## config.mk

```make
export PLATFORM = sky130hd
export DESIGN_NAME = clk_gate_ctrl
export DESIGN_NICKNAME = d
export VERILOG_FILES = /design/src/rtl/cgc_pkg.sv /design/src/rtl/cgc_regs.sv /design/src/rtl/cgc_gate.sv /design/src/rtl/cgc_sync.sv /design/src/rtl/clk_gate_ctrl.sv
export SDC_FILE = /design/constraint.sdc
export NUM_CORES = 1
export LEC_CHECK = 0
export BUFFER_PORTS_ARGS = -buffer_cell sky130_fd_sc_hd__buf_2
export CORE_AREA = 4 4 60 62
export DETAILED_ROUTE_END_ITERATION = 7
export DIE_AREA = 0 0 64 66
export PLACE_DENSITY = 0.74
export SLEW_MARGIN = 20
export SYNTH_ARGS = -nofsm -noshare
export SYNTH_HDL_FRONTEND = slang
export SYNTH_SLANG_ARGS = --single-unit
```

## constraint.sdc

```tcl
create_clock -name clk_i -period 3.3 [get_ports clk_i]
set_input_delay 0.165 -clock clk_i [delete_from_list [all_inputs] [get_ports clk_i]]
set_output_delay 0.165 -clock clk_i [all_outputs]
set_load 0.02 [all_outputs]
```

## src/rtl/cgc_pkg.sv

```systemverilog
`timescale 1ns/1ps
package cgc_pkg;
  localparam logic [30:0] ACCESS_KEY = 31'h0052_D280;
  localparam int unsigned OFF_ACCESS = 0;
  localparam int unsigned OFF_CTRL   = 4;
  localparam int unsigned OFF_HYST   = 8;

  typedef struct packed {
    logic own_sw;
    logic en;
  } ctrl_t;

  typedef struct packed {
    logic long_dly;
    logic en;
  } hyst_t;
endpackage

```

## src/rtl/cgc_regs.sv

```systemverilog
`timescale 1ns/1ps
module cgc_regs import cgc_pkg::*; #(
  parameter int unsigned ADDR_W = 8
) (
  input  logic              clk_i,
  input  logic              rst_ni,
  input  logic              wr_i,
  input  logic [ADDR_W-1:0] addr_i,
  input  logic [31:0]       wdata_i,
  input  logic              status_i,
  output logic [31:0]       rdata_o,
  output ctrl_t             ctrl_o,
  output hyst_t             hyst_o
);
  logic  unlock_q;
  ctrl_t ctrl_q;
  hyst_t hyst_q;
  logic  sel_acc, sel_ctrl, sel_hyst, key_ok;
  logic  unused_wdata;

  assign sel_acc  = addr_i == ADDR_W'(OFF_ACCESS);
  assign sel_ctrl = addr_i == ADDR_W'(OFF_CTRL);
  assign sel_hyst = addr_i == ADDR_W'(OFF_HYST);
  assign key_ok   = wdata_i[31:1] == ACCESS_KEY;
  assign unused_wdata = ^wdata_i[31:2];

  always_ff @(posedge clk_i or negedge rst_ni) begin
    if (!rst_ni) begin
      unlock_q <= 1'b0;
      ctrl_q   <= '{own_sw: 1'b1, en: 1'b0};
      hyst_q   <= '0;
    end else if (wr_i) begin
      if (sel_acc && key_ok) unlock_q <= wdata_i[0];
      if (sel_ctrl && unlock_q) ctrl_q <= ctrl_t'(wdata_i[1:0]);
      if (sel_hyst && unlock_q) hyst_q <= hyst_t'(wdata_i[1:0]);
    end
  end

  always_comb begin
    rdata_o = '0;
    if (sel_acc)  rdata_o[0]   = unlock_q;
    if (sel_ctrl) rdata_o[2:0] = {status_i, ctrl_q};
    if (sel_hyst) rdata_o[1:0] = hyst_q;
  end

  assign ctrl_o = ctrl_q;
  assign hyst_o = hyst_q;

  // locked writes leave protected state untouched
  a_r2_locked_drop: assert property (@(posedge clk_i) disable iff (!rst_ni)
    (wr_i && !unlock_q && !sel_acc) |=> ($stable(ctrl_q) && $stable(hyst_q)));
  // a wrong key never moves the lock
  a_r1_bad_key: assert property (@(posedge clk_i) disable iff (!rst_ni)
    (wr_i && sel_acc && !key_ok) |=> $stable(unlock_q));
endmodule

```

## src/rtl/cgc_gate.sv

```systemverilog
`timescale 1ns/1ps
module cgc_gate import cgc_pkg::*; #(
  parameter int unsigned HYST_SHORT = 8,
  parameter int unsigned HYST_LONG  = 64
) (
  input  logic  clk_i,
  input  logic  rst_ni,
  input  logic  req_i,
  input  hyst_t hyst_i,
  output logic  gate_o
);
  localparam int unsigned CNT_W = $clog2(HYST_LONG + 1);

  logic             gate_q;
  logic [CNT_W-1:0] cnt_q, dly;
  logic             expire;

  always_comb begin
    if (!hyst_i.en)           dly = CNT_W'(1);
    else if (hyst_i.long_dly) dly = CNT_W'(HYST_LONG);
    else                      dly = CNT_W'(HYST_SHORT);
  end

  // >= tolerates a delay setting shrunk mid-window
  assign expire = ({1'b0, cnt_q} + 1'b1) >= {1'b0, dly};

  always_ff @(posedge clk_i or negedge rst_ni) begin
    if (!rst_ni) begin
      gate_q <= 1'b0;
      cnt_q  <= '0;
    end else if (req_i) begin
      gate_q <= 1'b1;
      cnt_q  <= '0;
    end else if (gate_q) begin
      if (expire) begin
        gate_q <= 1'b0;
        cnt_q  <= '0;
      end else begin
        cnt_q <= cnt_q + 1'b1;
      end
    end
  end

  assign gate_o = gate_q;

  // a request always holds or reopens the gate
  a_r9_req_holds: assert property (@(posedge clk_i) disable iff (!rst_ni)
    req_i |=> gate_q);
  // no hysteresis means close on first low edge
  a_r7_fast_off: assert property (@(posedge clk_i) disable iff (!rst_ni)
    (!req_i && gate_q && !hyst_i.en) |=> !gate_q);
  // window counter is idle whenever the gate is closed
  a_r8_cnt_idle: assert property (@(posedge clk_i) disable iff (!rst_ni)
    !gate_q |-> (cnt_q == '0));
endmodule

```

## src/rtl/cgc_sync.sv

```systemverilog
`timescale 1ns/1ps
module cgc_sync #(
  parameter int unsigned STAGES = 2
) (
  input  logic clk_i,
  input  logic rst_ni,
  input  logic d_i,
  output logic q_o
);
  logic [STAGES-1:0] pipe_q;

  always_ff @(posedge clk_i or negedge rst_ni) begin
    if (!rst_ni) pipe_q <= '0;
    else         pipe_q <= {pipe_q[STAGES-2:0], d_i};
  end

  assign q_o = pipe_q[STAGES-1];

  // status lags the gate by exactly STAGES clocks
  a_r5_status_lag: assert property (@(posedge clk_i) disable iff (!rst_ni)
    q_o == $past(d_i, STAGES));
endmodule

```

## src/rtl/clk_gate_ctrl.sv

```systemverilog
`timescale 1ns/1ps
module clk_gate_ctrl import cgc_pkg::*; #(
  parameter int unsigned ADDR_W     = 8,
  parameter bit          NO_DISABLE = 1'b0,
  parameter int unsigned HYST_SHORT = 8,
  parameter int unsigned HYST_LONG  = 64
) (
  input  logic              clk_i,
  input  logic              rst_ni,
  input  logic              reg_wr_i,
  input  logic [ADDR_W-1:0] reg_addr_i,
  input  logic [31:0]       reg_wdata_i,
  output logic [31:0]       reg_rdata_o,
  input  logic              hw_req_i,
  output logic              clk_en_o
);
  localparam int unsigned SYNC_STAGES = 2;

  ctrl_t ctrl;
  hyst_t hyst;
  logic  status, req, gate;

  cgc_regs #(.ADDR_W(ADDR_W)) u_regs (
    .clk_i, .rst_ni,
    .wr_i     (reg_wr_i),
    .addr_i   (reg_addr_i),
    .wdata_i  (reg_wdata_i),
    .status_i (status),
    .rdata_o  (reg_rdata_o),
    .ctrl_o   (ctrl),
    .hyst_o   (hyst)
  );

  assign req = ctrl.own_sw ? (ctrl.en | NO_DISABLE) : hw_req_i;

  cgc_gate #(.HYST_SHORT(HYST_SHORT), .HYST_LONG(HYST_LONG)) u_gate (
    .clk_i, .rst_ni,
    .req_i  (req),
    .hyst_i (hyst),
    .gate_o (gate)
  );

  cgc_sync #(.STAGES(SYNC_STAGES)) u_sync (
    .clk_i, .rst_ni,
    .d_i (gate),
    .q_o (status)
  );

  assign clk_en_o = gate;

  // software-owned gate opens one clock after enable
  a_r3_sw_on: assert property (@(posedge clk_i) disable iff (!rst_ni)
    (ctrl.own_sw && (ctrl.en || NO_DISABLE)) |=> clk_en_o);
  // hardware-owned gate opens one clock after request
  a_r4_hw_on: assert property (@(posedge clk_i) disable iff (!rst_ni)
    (!ctrl.own_sw && hw_req_i) |=> clk_en_o);
  // no-disable gate under software is never closed
  a_r6_no_disable: assert property (@(posedge clk_i) disable iff (!rst_ni)
    (NO_DISABLE && ctrl.own_sw) |=> clk_en_o);
endmodule

```

==> impl_metrics.ini, run 1 <==
[status]
status = completed

[synth]
ys_seq_area_share_pct = 29.95
yosys.cell_count.top_type = buf_4
ys_top_cells_by_area = dfrtp_1 (28%), buf_4 (18%), mux2_2 (5.4%), ha_1 (4.0%), a21oi_1 (3.2%)
ys_dominant_reg_cell = dfrtp_1
synth.distinct_cells = 40
netlist_area_sq_um = 1257
synth_cells = 139
synth_seq_cells = 15
ys_warn_count = 0
yosysTopAreaCell = dfrtp_1
yosys-top-cells-count = buf_4 (30), dfrtp_1 (14), nor2_1 (10)
synth_edf_count = 0
netlist.area_leader.share_pct = 27.86
syn_area_per_cell_sq_um = 9.046
async_flop_share_pct = 100.0

[floorplan]
io_pins = 77
row_count = 20
fp.dieW_um = 64
start_util_pct = 41.53
die_area_sq_um = 4224
dieHeight_um = 66
coreArea_sq_um = 3028

[cells_and_area]
instances_no_fill = 232
syn_to_final_growth_pct = 16.12
fin_util_pct = 48.22
postLayoutCellArea_sq_um = 1460
final_nets = 237
insertedDiodeCount = 0
drive_gt1_share_pct = 35.11

[clock_tree]
cts_tree = done
cts_sinks = 15
cts_htree_levels = 1
clk_latency_ns = 0.29
clk_pin_slew_worst_paths_ns = 0.09
cts_made_buffers = 3
cts-root-buf = clkbuf_4
post-cts-setup-buffers = 0
cts_buffer_depth = 2

[worst_setup_path]
crit_slowest_cell = dfrtp_1
start_kind = flip-flop
crit_type = reg2reg
critPathRequiredTime_ns = 3.50
cpPeakStageDelay_ns = 0.45
cp.arrival_ns = 3.06
crit_fanout = 7
cp_cell_sequence = ha_1 > and3_1 > a31oi_1 > or2_2 > ha_1 > or3b_4 > a41oi_4 > nor2_1 > a221oi_1
crit_path_frequent_cell = ha_1
crit_path_end_kind = flip-flop

[timing]
slew_viol_final = 0
finalHoldViolations = 0
rsz0062_at_grt = false
finalSetupTns_ns = 0
worst_pin_slew_ns = 0.5799
fmax_ghz = 0.3489
holdWs_ns = 0.1446
relSlewSlack_pct = 60.98
post-route-period-util_pct = 86.87
fin_crit_ns = 2.867
skew_ns = 0.002073
setup_viol = 0

[placed_design]
portBuffers = 47
hpwlAfterDp_um = 2429
placed_area_sq_um = 1423
gp_congestion = 0.8038
dp.cells = 227

[drt]
vias = 1127
viasPerCell = 4.858
wl_um = 2912
firstDrtPassIters = 4
wl_per_cell_um = 12.55
drt_iter0_drc = 31
drc_errors = 0
drtAntennaViolNets = 0

[power]
power.density_nw_per_um2 = 253.5
p_leak_nw = 0.6892
ir_worst_vdd_mv = 0.1091

[global_routing]
grt_pass1_wl_um = 4830
grt_pass1_vias = 1049
grt_start_max_net_pins = 16
grt_usage_pct = 14.67
antenna_found_initial = 0
gr-total-overflow = 0

[run]
cap_violations = 0

[min_path]
hold_path_class = in2reg
==> final cells by class <==
type / instances / area, sq um
clock buffer: 3 / 22.52
clock inverter: 1 / 5.005
fill: 305 / 1568
inverter: 5 / 18.77
multi-input combinational: 116 / 737.0
sequential: 15 / 376.6
tap: 44 / 55.05
timing repair buffer: 48 / 245.2
==> through the flow <==
stage	setup WS [ns]	power, mW
floorplan	0.7000	0.2557
global placement	0.5553	0.2616
detailed placement	0.4474	0.2631
CTS	0.4199	0.3753
global route	0.2709	0.3907
finish	0.4334	0.3702
==> sequential cells by signal, summed over array words and instances (netlist names) <==
signal and flops:
u_sync.pipe_q 2, u_regs.hyst_o 2, u_regs.unlock_q 1, u_gate.cnt_q 7, u_regs.ctrl_o 2, u_gate.gate_o 1
==> routing by layer <==
| metal | GRT usage [%] | share of wire (%) | wire length (um) | vias up |
|---|---|---|---|---|
| li1 | - | - | - | 543 |
| met1 | 17.38 | 38 | 1104 | 540 |
| met2 | 26.06 | 55 | 1605 | 39 |
| met3 | 1.190 | 4.8 | 139 | 5 |
| met4 | 8.086 | 2.2 | 63 | 0 |
| met5 | 0 | 0 | 0 | - |
==> kinds of logic after synthesis <==
logic type	count (synthesis)	synth area share [%]
compound gates	22	12.44
xor+xnor	3	2.090
fa+ha+maj	4	3.980
buf+inv	36	19.80
flops	15	29.95
mux	8	6.965
other cells	1	0.2982
simple gates	50	24.48
==> power breakdown <==
| group | internal [mW] | switching [mW] |
|---|---|---|
| Clock | 0.0452 | 0.0642 |
| Combinational | 0.0249 | 0.0483 |
| Sequential | 0.186 | 0.00197 |
==> path summary, 6_finish.rpt <==
| check | cells past startpoint | start | end | slack, ns |
|---|---|---|---|---|
| hold / removal | 2 | reg_wdata_i[0] | u_regs.hyst_o[0] | 0.14 |
| setup reg to reg | 9 | u_gate.cnt_q[0] | u_gate.cnt_q[0] | 0.43 |
| setup / recovery | 9 | u_gate.cnt_q[0] | u_gate.cnt_q[0] | 0.43 |
| max in group asynchronous | 2 | rst_ni | u_regs.ctrl_o[1] | 2.71 |
| hold reg to reg | 0 | u_sync.pipe_q[0] | u_sync.pipe_q[1] | 0.35 |
| min in group asynchronous | 2 | rst_ni | u_gate.cnt_q[6] | 0.29 |
==> what timing repair did <==
item	in CTS	in global routing
hold buffers	1	0
resized for setup	0	0
endpoints found under the hold margin	14	0
endpoints found under the setup margin	0	0
==> worst max-delay path: cells and delay by family, from the launching register on <==
family,cells,cell delay (ns)
AOI/OAI and AO/OA,3,0.68
adders and majority gates,2,0.58
DFF,1,0.45
and+or+nand+nor,4,1.05
==> layout by cell type (no fill, tap or decap), drive strengths merged, types with 5 or more instances in the layout <==
cell	Yosys	routed
buf	31	47
conb	1	29
dfrtp	14	14
nor2	10	10
a21oi	8	8
nand2	7	7
nand3	6	6
mux2	6	6
inv	5	5
Power figures use the tool's default switching activity.
==> inputs of run 2 (changes only) <==
--- a/config.mk
+++ b/config.mk
@@ -5,11 +5,12 @@
 export SDC_FILE = /design/constraint.sdc
 export NUM_CORES = 1
 export LEC_CHECK = 0
-export BUFFER_PORTS_ARGS = -buffer_cell sky130_fd_sc_hd__buf_2
-export CORE_AREA = 4 4 60 62
+export CORE_AREA = 4 4 55 57
 export DETAILED_ROUTE_END_ITERATION = 7
-export DIE_AREA = 0 0 64 66
-export PLACE_DENSITY = 0.74
+export DIE_AREA = 0 0 59 61
+export DONT_BUFFER_PORTS = 1
+export HOLD_SLACK_MARGIN = 0.03
+export PLACE_DENSITY = 0.61
 export SLEW_MARGIN = 20
 export SYNTH_ARGS = -nofsm -noshare
 export SYNTH_HDL_FRONTEND = slang
==> run 2 against run 1 <==
- global-route usage is 0.71 points lower
- combinational power is 34% lower
- critical path type unchanged
- final cell count is 25% lower
- sequential cell count stayed put
==> impl_metrics.ini, run 2 (synthesis gave the netlist of run 1 again) <==
[floorplan]
fp.dieW_um = 59
io_pins = 77
row_count = 18
coreArea_sq_um = 2477
dieHeight_um = 61
die_area_sq_um = 3599
start_util_pct = 50.76

[worst_setup_path]
worst-r2r-cell-count = 9
cp.arrival_ns = 3.06
crit_path_end_kind = flip-flop
rrSetupSlack_ns = 0.43
cpPeakStageDelay_ns = 0.45
start_kind = flip-flop
crit_slowest_cell = dfrtp_1
r2r-end = u_gate.cnt_q[4]
crit_path_frequent_cell = ha_1
critPathRequiredTime_ns = 3.49
r2r_start = u_gate.cnt_q[0]
crit_fanout = 7
cp_cell_sequence = ha_1 > and3_1 > a31oi_1 > or2_2 > ha_1 > or3b_4 > a41oi_4 > a21oi_1 > a311oi_1
crit_type = reg2reg

[min_path]
min_from = reg_wdata_i[1]
min_to = u_regs.ctrl_o[1]
whs_path_depth = 1
hold_path_class = in2reg

[cells_and_area]
fillers = 236
layout_commonest_cell = conb_1
insertedDiodeCount = 0
syn_to_final_growth_pct = -1.691
layout_common_cells = conb_1 (29), dfrtp_1 (14), nor2_1 (10)
instances_no_fill = 174
largest_reg_flops = 7
drive_gt1_share_pct = 12.50
final_nets = 193
top_register = u_gate.cnt_q

[power]
power.density_nw_per_um2 = 273.8
p_leak_nw = 0.5091
total_power_mw = 0.3384
ir_worst_vdd_mv = 0.2913

[global_routing]
grt_usage_pct = 13.96
grt_pass1_vias = 833
gr-total-overflow = 0
antenna_found_initial = 0
grt_start_max_net_pins = 16
grt_pass1_wl_um = 3753

[timing]
relSlewSlack_pct = 54.75
finalHoldViolations = 0
setup_viol = 0
worst_pin_slew_ns = 0.6765
skew_ns = 0.006385
slew_viol_final = 0
fmax_ghz = 0.3481
post-route-period-util_pct = 87.05
finalSetupTns_ns = 0
rsz0062_at_grt = false
fin_ws_ns = 0.4275
fin_crit_ns = 2.873

[clock_tree]
clk_latency_ns = 0.28
cts_made_buffers = 3
cts-root-buf = clkbuf_4
cts_tree = done
cts_htree_levels = 1
cts_buffer_depth = 2
cts_sinks = 15
clk_pin_slew_worst_paths_ns = 0.08

[drt]
drc_errors = 0
viasPerCell = 5.523
firstDrtPassIters = 4
vias = 961
drtAntennaViolNets = 0
drt_iter0_drc = 40
wl_per_cell_um = 14.60
wl_um = 2541

[placed_design]
portBuffers = 0
dp.cells = 166
gp_congestion = 0.8634
dpl_worst_slack_ns = 0.4698
hpwlAfterDp_um = 2079

[run]
cap_violations = 0

[status]
status = completed
run 2: cell types whose count changed in the layout (fill, tap and decap cells not counted):
| cell | before | now |
|---|---|---|
| dlygate4sd3_1 | 1 | 4 |
| buf_2 | 47 | 0 |
| clkbuf_1 | 0 | 1 |
| clkinv_2 | 1 | 0 |
run 2: worst max-delay path: cells and delay by family, from the launching register on:
kind / cells / cell delay (ns)
simple gates: 3 / 0.98
compound gates: 4 / 0.78
flops: 1 / 0.45
fa+ha+maj: 2 / 0.57
run 2: through the flow:
stage                     util (%)  instance area, sq um  hold slack (ns)
after floorplan                  -                  1363          -0.1306
after global placement       47.22                  1170          -0.1303
after detailed placement     47.22                  1170          -0.1303
after CTS                    49.49                  1226          0.03065
after global routing         49.90                  1236          0.03368
final                        49.90                  1236          0.03919
run 2: worst max path at each step:
stage               startpoint               to  slack [ns]  cells after the start
6_report       u_gate.cnt_q[0]  u_gate.cnt_q[4]        0.43                      9
5_1_grt        u_gate.cnt_q[0]  u_gate.cnt_q[4]        0.26                      9
4_1_cts        u_gate.cnt_q[0]  u_gate.cnt_q[4]        0.43                      9
3_5_place_dp   u_gate.cnt_q[0]  u_gate.cnt_q[4]        0.47                      9
3_3_place_gp   u_gate.cnt_q[0]  u_gate.cnt_q[4]        0.55                      9
2_1_floorplan  u_gate.cnt_q[0]  u_gate.cnt_q[4]        0.70                      9
run 2: layout make-up:
type                       count  area, sq um  share of cell area (%)
multi-input combinational    116        737.0                   59.62
sequential                    15        376.6                   30.47
timing repair buffer           4        40.04                   3.239
tap                           30        37.54                   3.036
clock buffer                   4        26.28                   2.125
inverter                       5        18.77                   1.518
run 2: where the power goes:
| part | switching (mW) | total (mW) | leakage [nW] | internal [mW] |
|---|---|---|---|---|
| Combinational | 0.0389 | 0.0484 | 0.295 | 0.00951 |
| Sequential | 0.00300 | 0.189 | 0.199 | 0.185 |
| Clock | 0.0546 | 0.102 | 0.0150 | 0.0469 |
run 2: per-layer routing:
metal  track usage (%)  vias to the layer above  routed length (um)
met4             4.854                        0                  24
li1                  -                      461                   -
met5                 0                        -                   0
met2             25.39                       66                1322
met3             4.681                        2                 295
met1             15.14                      432                 899
run 2: timing repair:
item | in CTS | in global routing
resized for setup | 0 | 0
hold buffers | 3 | 1
endpoints found under the hold margin | 18 | 1
buffers inserted | 0 | 0
==> inputs of run 3 (changes only) <==
--- a/config.mk
+++ b/config.mk
@@ -5,12 +5,13 @@
 export SDC_FILE = /design/constraint.sdc
 export NUM_CORES = 1
 export LEC_CHECK = 0
-export CORE_AREA = 4 4 55 57
+export ABC_AREA = 1
+export CORE_AREA = 4 4 56 58
 export DETAILED_ROUTE_END_ITERATION = 7
-export DIE_AREA = 0 0 59 61
+export DIE_AREA = 0 0 60 62
 export DONT_BUFFER_PORTS = 1
 export HOLD_SLACK_MARGIN = 0.03
-export PLACE_DENSITY = 0.61
+export PLACE_DENSITY = 0.6
 export SLEW_MARGIN = 20
 export SYNTH_ARGS = -nofsm -noshare
 export SYNTH_HDL_FRONTEND = slang
==> run 3 against run 2 <==
- fmax grew 57%
- core utilization shrank 2.8 points
- global-route usage grew 0.14 points
- first-iteration DRC count shrank 43%
- area after synthesis grew 1.9%
- sequential cell count is the same
- sequential share of layout area shrank 0.46 points
- highest routed layer unchanged
==> impl_metrics.ini, run 3 <==
[cells_and_area]
fin_util_pct = 47.13
final_nets = 240
top_register = u_gate.cnt_q
postLayoutCellArea_sq_um = 1255
insertedDiodeCount = 0
layout_commonest_cell = nand2_1
largest_reg_flops = 7
syn_to_final_growth_pct = -2.051
drive_gt1_share_pct = 9.948
layout_common_cells = nand2_1 (47), inv_1 (31), conb_1 (29)

[clock_tree]
cts_buffer_depth = 2
cts_sinks = 15
clk_pin_slew_worst_paths_ns = 0.09
cts_tree = done
cts_htree_levels = 1
clk_latency_ns = 0.29
cts_made_buffers = 3
post-cts-setup-buffers = 0
cts-root-buf = clkbuf_4

[timing]
fin_crit_ns = 1.830
post-route-period-util_pct = 55.46
fmax_ghz = 0.5464
relSlewSlack_pct = 55.51
worst_pin_slew_ns = 0.6652
finalSetupTns_ns = 0
finalHoldViolations = 0
skew_ns = 0.006173
slew_viol_final = 0
rsz0062_at_grt = false
setup_viol = 0

[drt]
drc_errors = 0
drtAntennaViolNets = 0
vias = 1021
viasPerCell = 4.599
firstDrtPassIters = 4
drt_iter0_drc = 23
wl_per_cell_um = 11.26
wl_um = 2499

[synth]
async_flop_share_pct = 100.0
ys_warn_count = 0
yosys.area_share.adder_pct = 3.906
synth-simple-area-share_pct = 29.59
synth_mux_area_share_pct = 0
synth_cells = 186
ys_dominant_reg_cell = dfrtp_1
yosysTopAreaCell = dfrtp_1
ys_seq_area_share_pct = 29.39
synth_seq_cells = 15
syn_area_per_cell_sq_um = 6.888
synth.distinct_cells = 27
synth_xor_area_share_pct = 1.367
synth_top_family_by_area = simple AND/OR/NAND/NOR gates
synth_edf_count = 0
yosys-top-cells-count = nand2_1 (47), inv_1 (31), buf_4 (29)
netlist.area_leader.share_pct = 27.34
synth_compound_area_share_pct = 9.082
ys_top_cells_by_area = dfrtp_1 (27%), buf_4 (17%), nand2_1 (14%), inv_1 (9.1%), nor2_1 (5.9%)
netlist_area_sq_um = 1281
yosys.cell_count.top_type = nand2_1

[worst_setup_path]
cp.arrival_ns = 2.05
r2r_start = u_gate.cnt_q[0]
r2r-end = u_gate.cnt_q[2]
crit_type = reg2reg
worst-r2r-cell-count = 10
rrSetupSlack_ns = 1.47
crit_fanout = 8
start_kind = flip-flop
critPathRequiredTime_ns = 3.52
crit_path_end_kind = flip-flop

[min_path]
min_from = reg_wdata_i[0]
whs_path_depth = 2
hold_path_class = in2reg
min_to = u_regs.hyst_o[0]

[floorplan]
row_count = 19
die_area_sq_um = 3720
start_util_pct = 48.12
io_pins = 77
coreArea_sq_um = 2663
dieHeight_um = 62
fp.dieW_um = 60

[run]
cap_violations = 0

[global_routing]
grt_start_max_net_pins = 16
gr-total-overflow = 0
grt_pass1_vias = 872
antenna_found_initial = 0
grt_pass1_wl_um = 3891
grt_usage_pct = 14.11

[power]
p_comb_share_pct = 16.8
internal-power_mw = 0.2447
p_switching_mw = 0.1140
p_seq_share_pct = 53.8
swShare_pct = 31.78
power.density_nw_per_um2 = 285.8
power_frac_clock_pct = 29.4
ir_worst_vdd_mv = 0.2160
p_leak_nw = 0.6376

[placed_design]
hpwlAfterDp_um = 2155
portBuffers = 0
placed_area_sq_um = 1207
gp_congestion = 0.8281

[status]
status = completed
==> run 3: what timing repair did <==
item,CTS,global route
hold buffers,2,0
resized for setup,0,0
endpoints found under the hold margin,16,0
==> run 3: through the flow <==
stage | hold slack [ns] | instances | power [mW] | setup WS [ns]
after floorplan | -0.1306 | 214 | 0.2716 | 1.616
after global placement | -0.1300 | 216 | 0.2497 | 1.536
after detailed placement | -0.1300 | 216 | 0.2507 | 1.473
after CTS | 0.03337 | 222 | 0.3635 | 1.452
after global routing | 0.05115 | 222 | 0.3783 | 1.305
final | 0.04298 | 222 | 0.3587 | 1.470
==> run 3: per-layer routing <==
layer	vias up	global-route usage [%]	share of wire (%)
met1	457	18.58	43
met5	-	0	0
met3	4	1.653	6.1
met4	0	6.646	1.4
met2	35	23.15	49
li1	525	-	-
==> run 3: cells by family (layout without fill, tap and decap cells) <==
| kind of cell | after synthesis | after routing |
|---|---|---|
| AND/OR/NAND/NOR | 87 | 87 |
| buffers and inverters | 61 | 38 |
| AO/OA/AOI/OAI | 16 | 16 |
| flip-flops | 15 | 15 |
| adder cells (fa/ha/maj) | 4 | 4 |
| XOR/XNOR | 2 | 2 |
| other | 1 | 29 |
==> run 3: worst max-delay path: stages, from the launching register on <==
cell and delay (ns):
dfrtp_1 0.42, ha_1 0.22, nand2_1 0.12, inv_2 0.05, nand2_1 0.07, xor2_1 0.21
ha_1 0.26, inv_1 0.05, o21bai_2 0.12, nand2_4 0.12, o21ai_2 0.13
==> run 3: power groups by stage <==
stage | Clock, mW | Combinational [mW] | Sequential, mW
after floorplan | 0 | 0.0760 | 0.196
after global placement | 0 | 0.0533 | 0.196
after detailed placement | 0 | 0.0540 | 0.197
after CTS | 0.111 | 0.0598 | 0.193
after global routing | 0.117 | 0.0677 | 0.194
final | 0.106 | 0.0601 | 0.193
==> run 3: area by class of cell <==
class                      instances  area [sq um]
fill                             282          1408
multi-input combinational        138         671.9
sequential                        15         376.6
inverter                          32         120.1
tap                               31         38.79
clock buffer                       3         22.52
timing repair buffer               2         20.02
clock inverter                     1         5.005
==> run 3: worst max path at each step <==
stage                    startpoint         endpoint  slack, ns  cells after the start
global placement    u_gate.cnt_q[2]  u_gate.cnt_q[0]       1.54                      8
floorplan           u_gate.cnt_q[0]  u_gate.cnt_q[0]       1.62                     10
finish              u_gate.cnt_q[0]  u_gate.cnt_q[2]       1.47                     10
detailed placement  u_gate.cnt_q[0]  u_gate.cnt_q[2]       1.47                     10
global route        u_gate.cnt_q[0]  u_gate.cnt_q[4]       1.31                     10
CTS                 u_gate.cnt_q[0]  u_gate.cnt_q[2]       1.45                     10
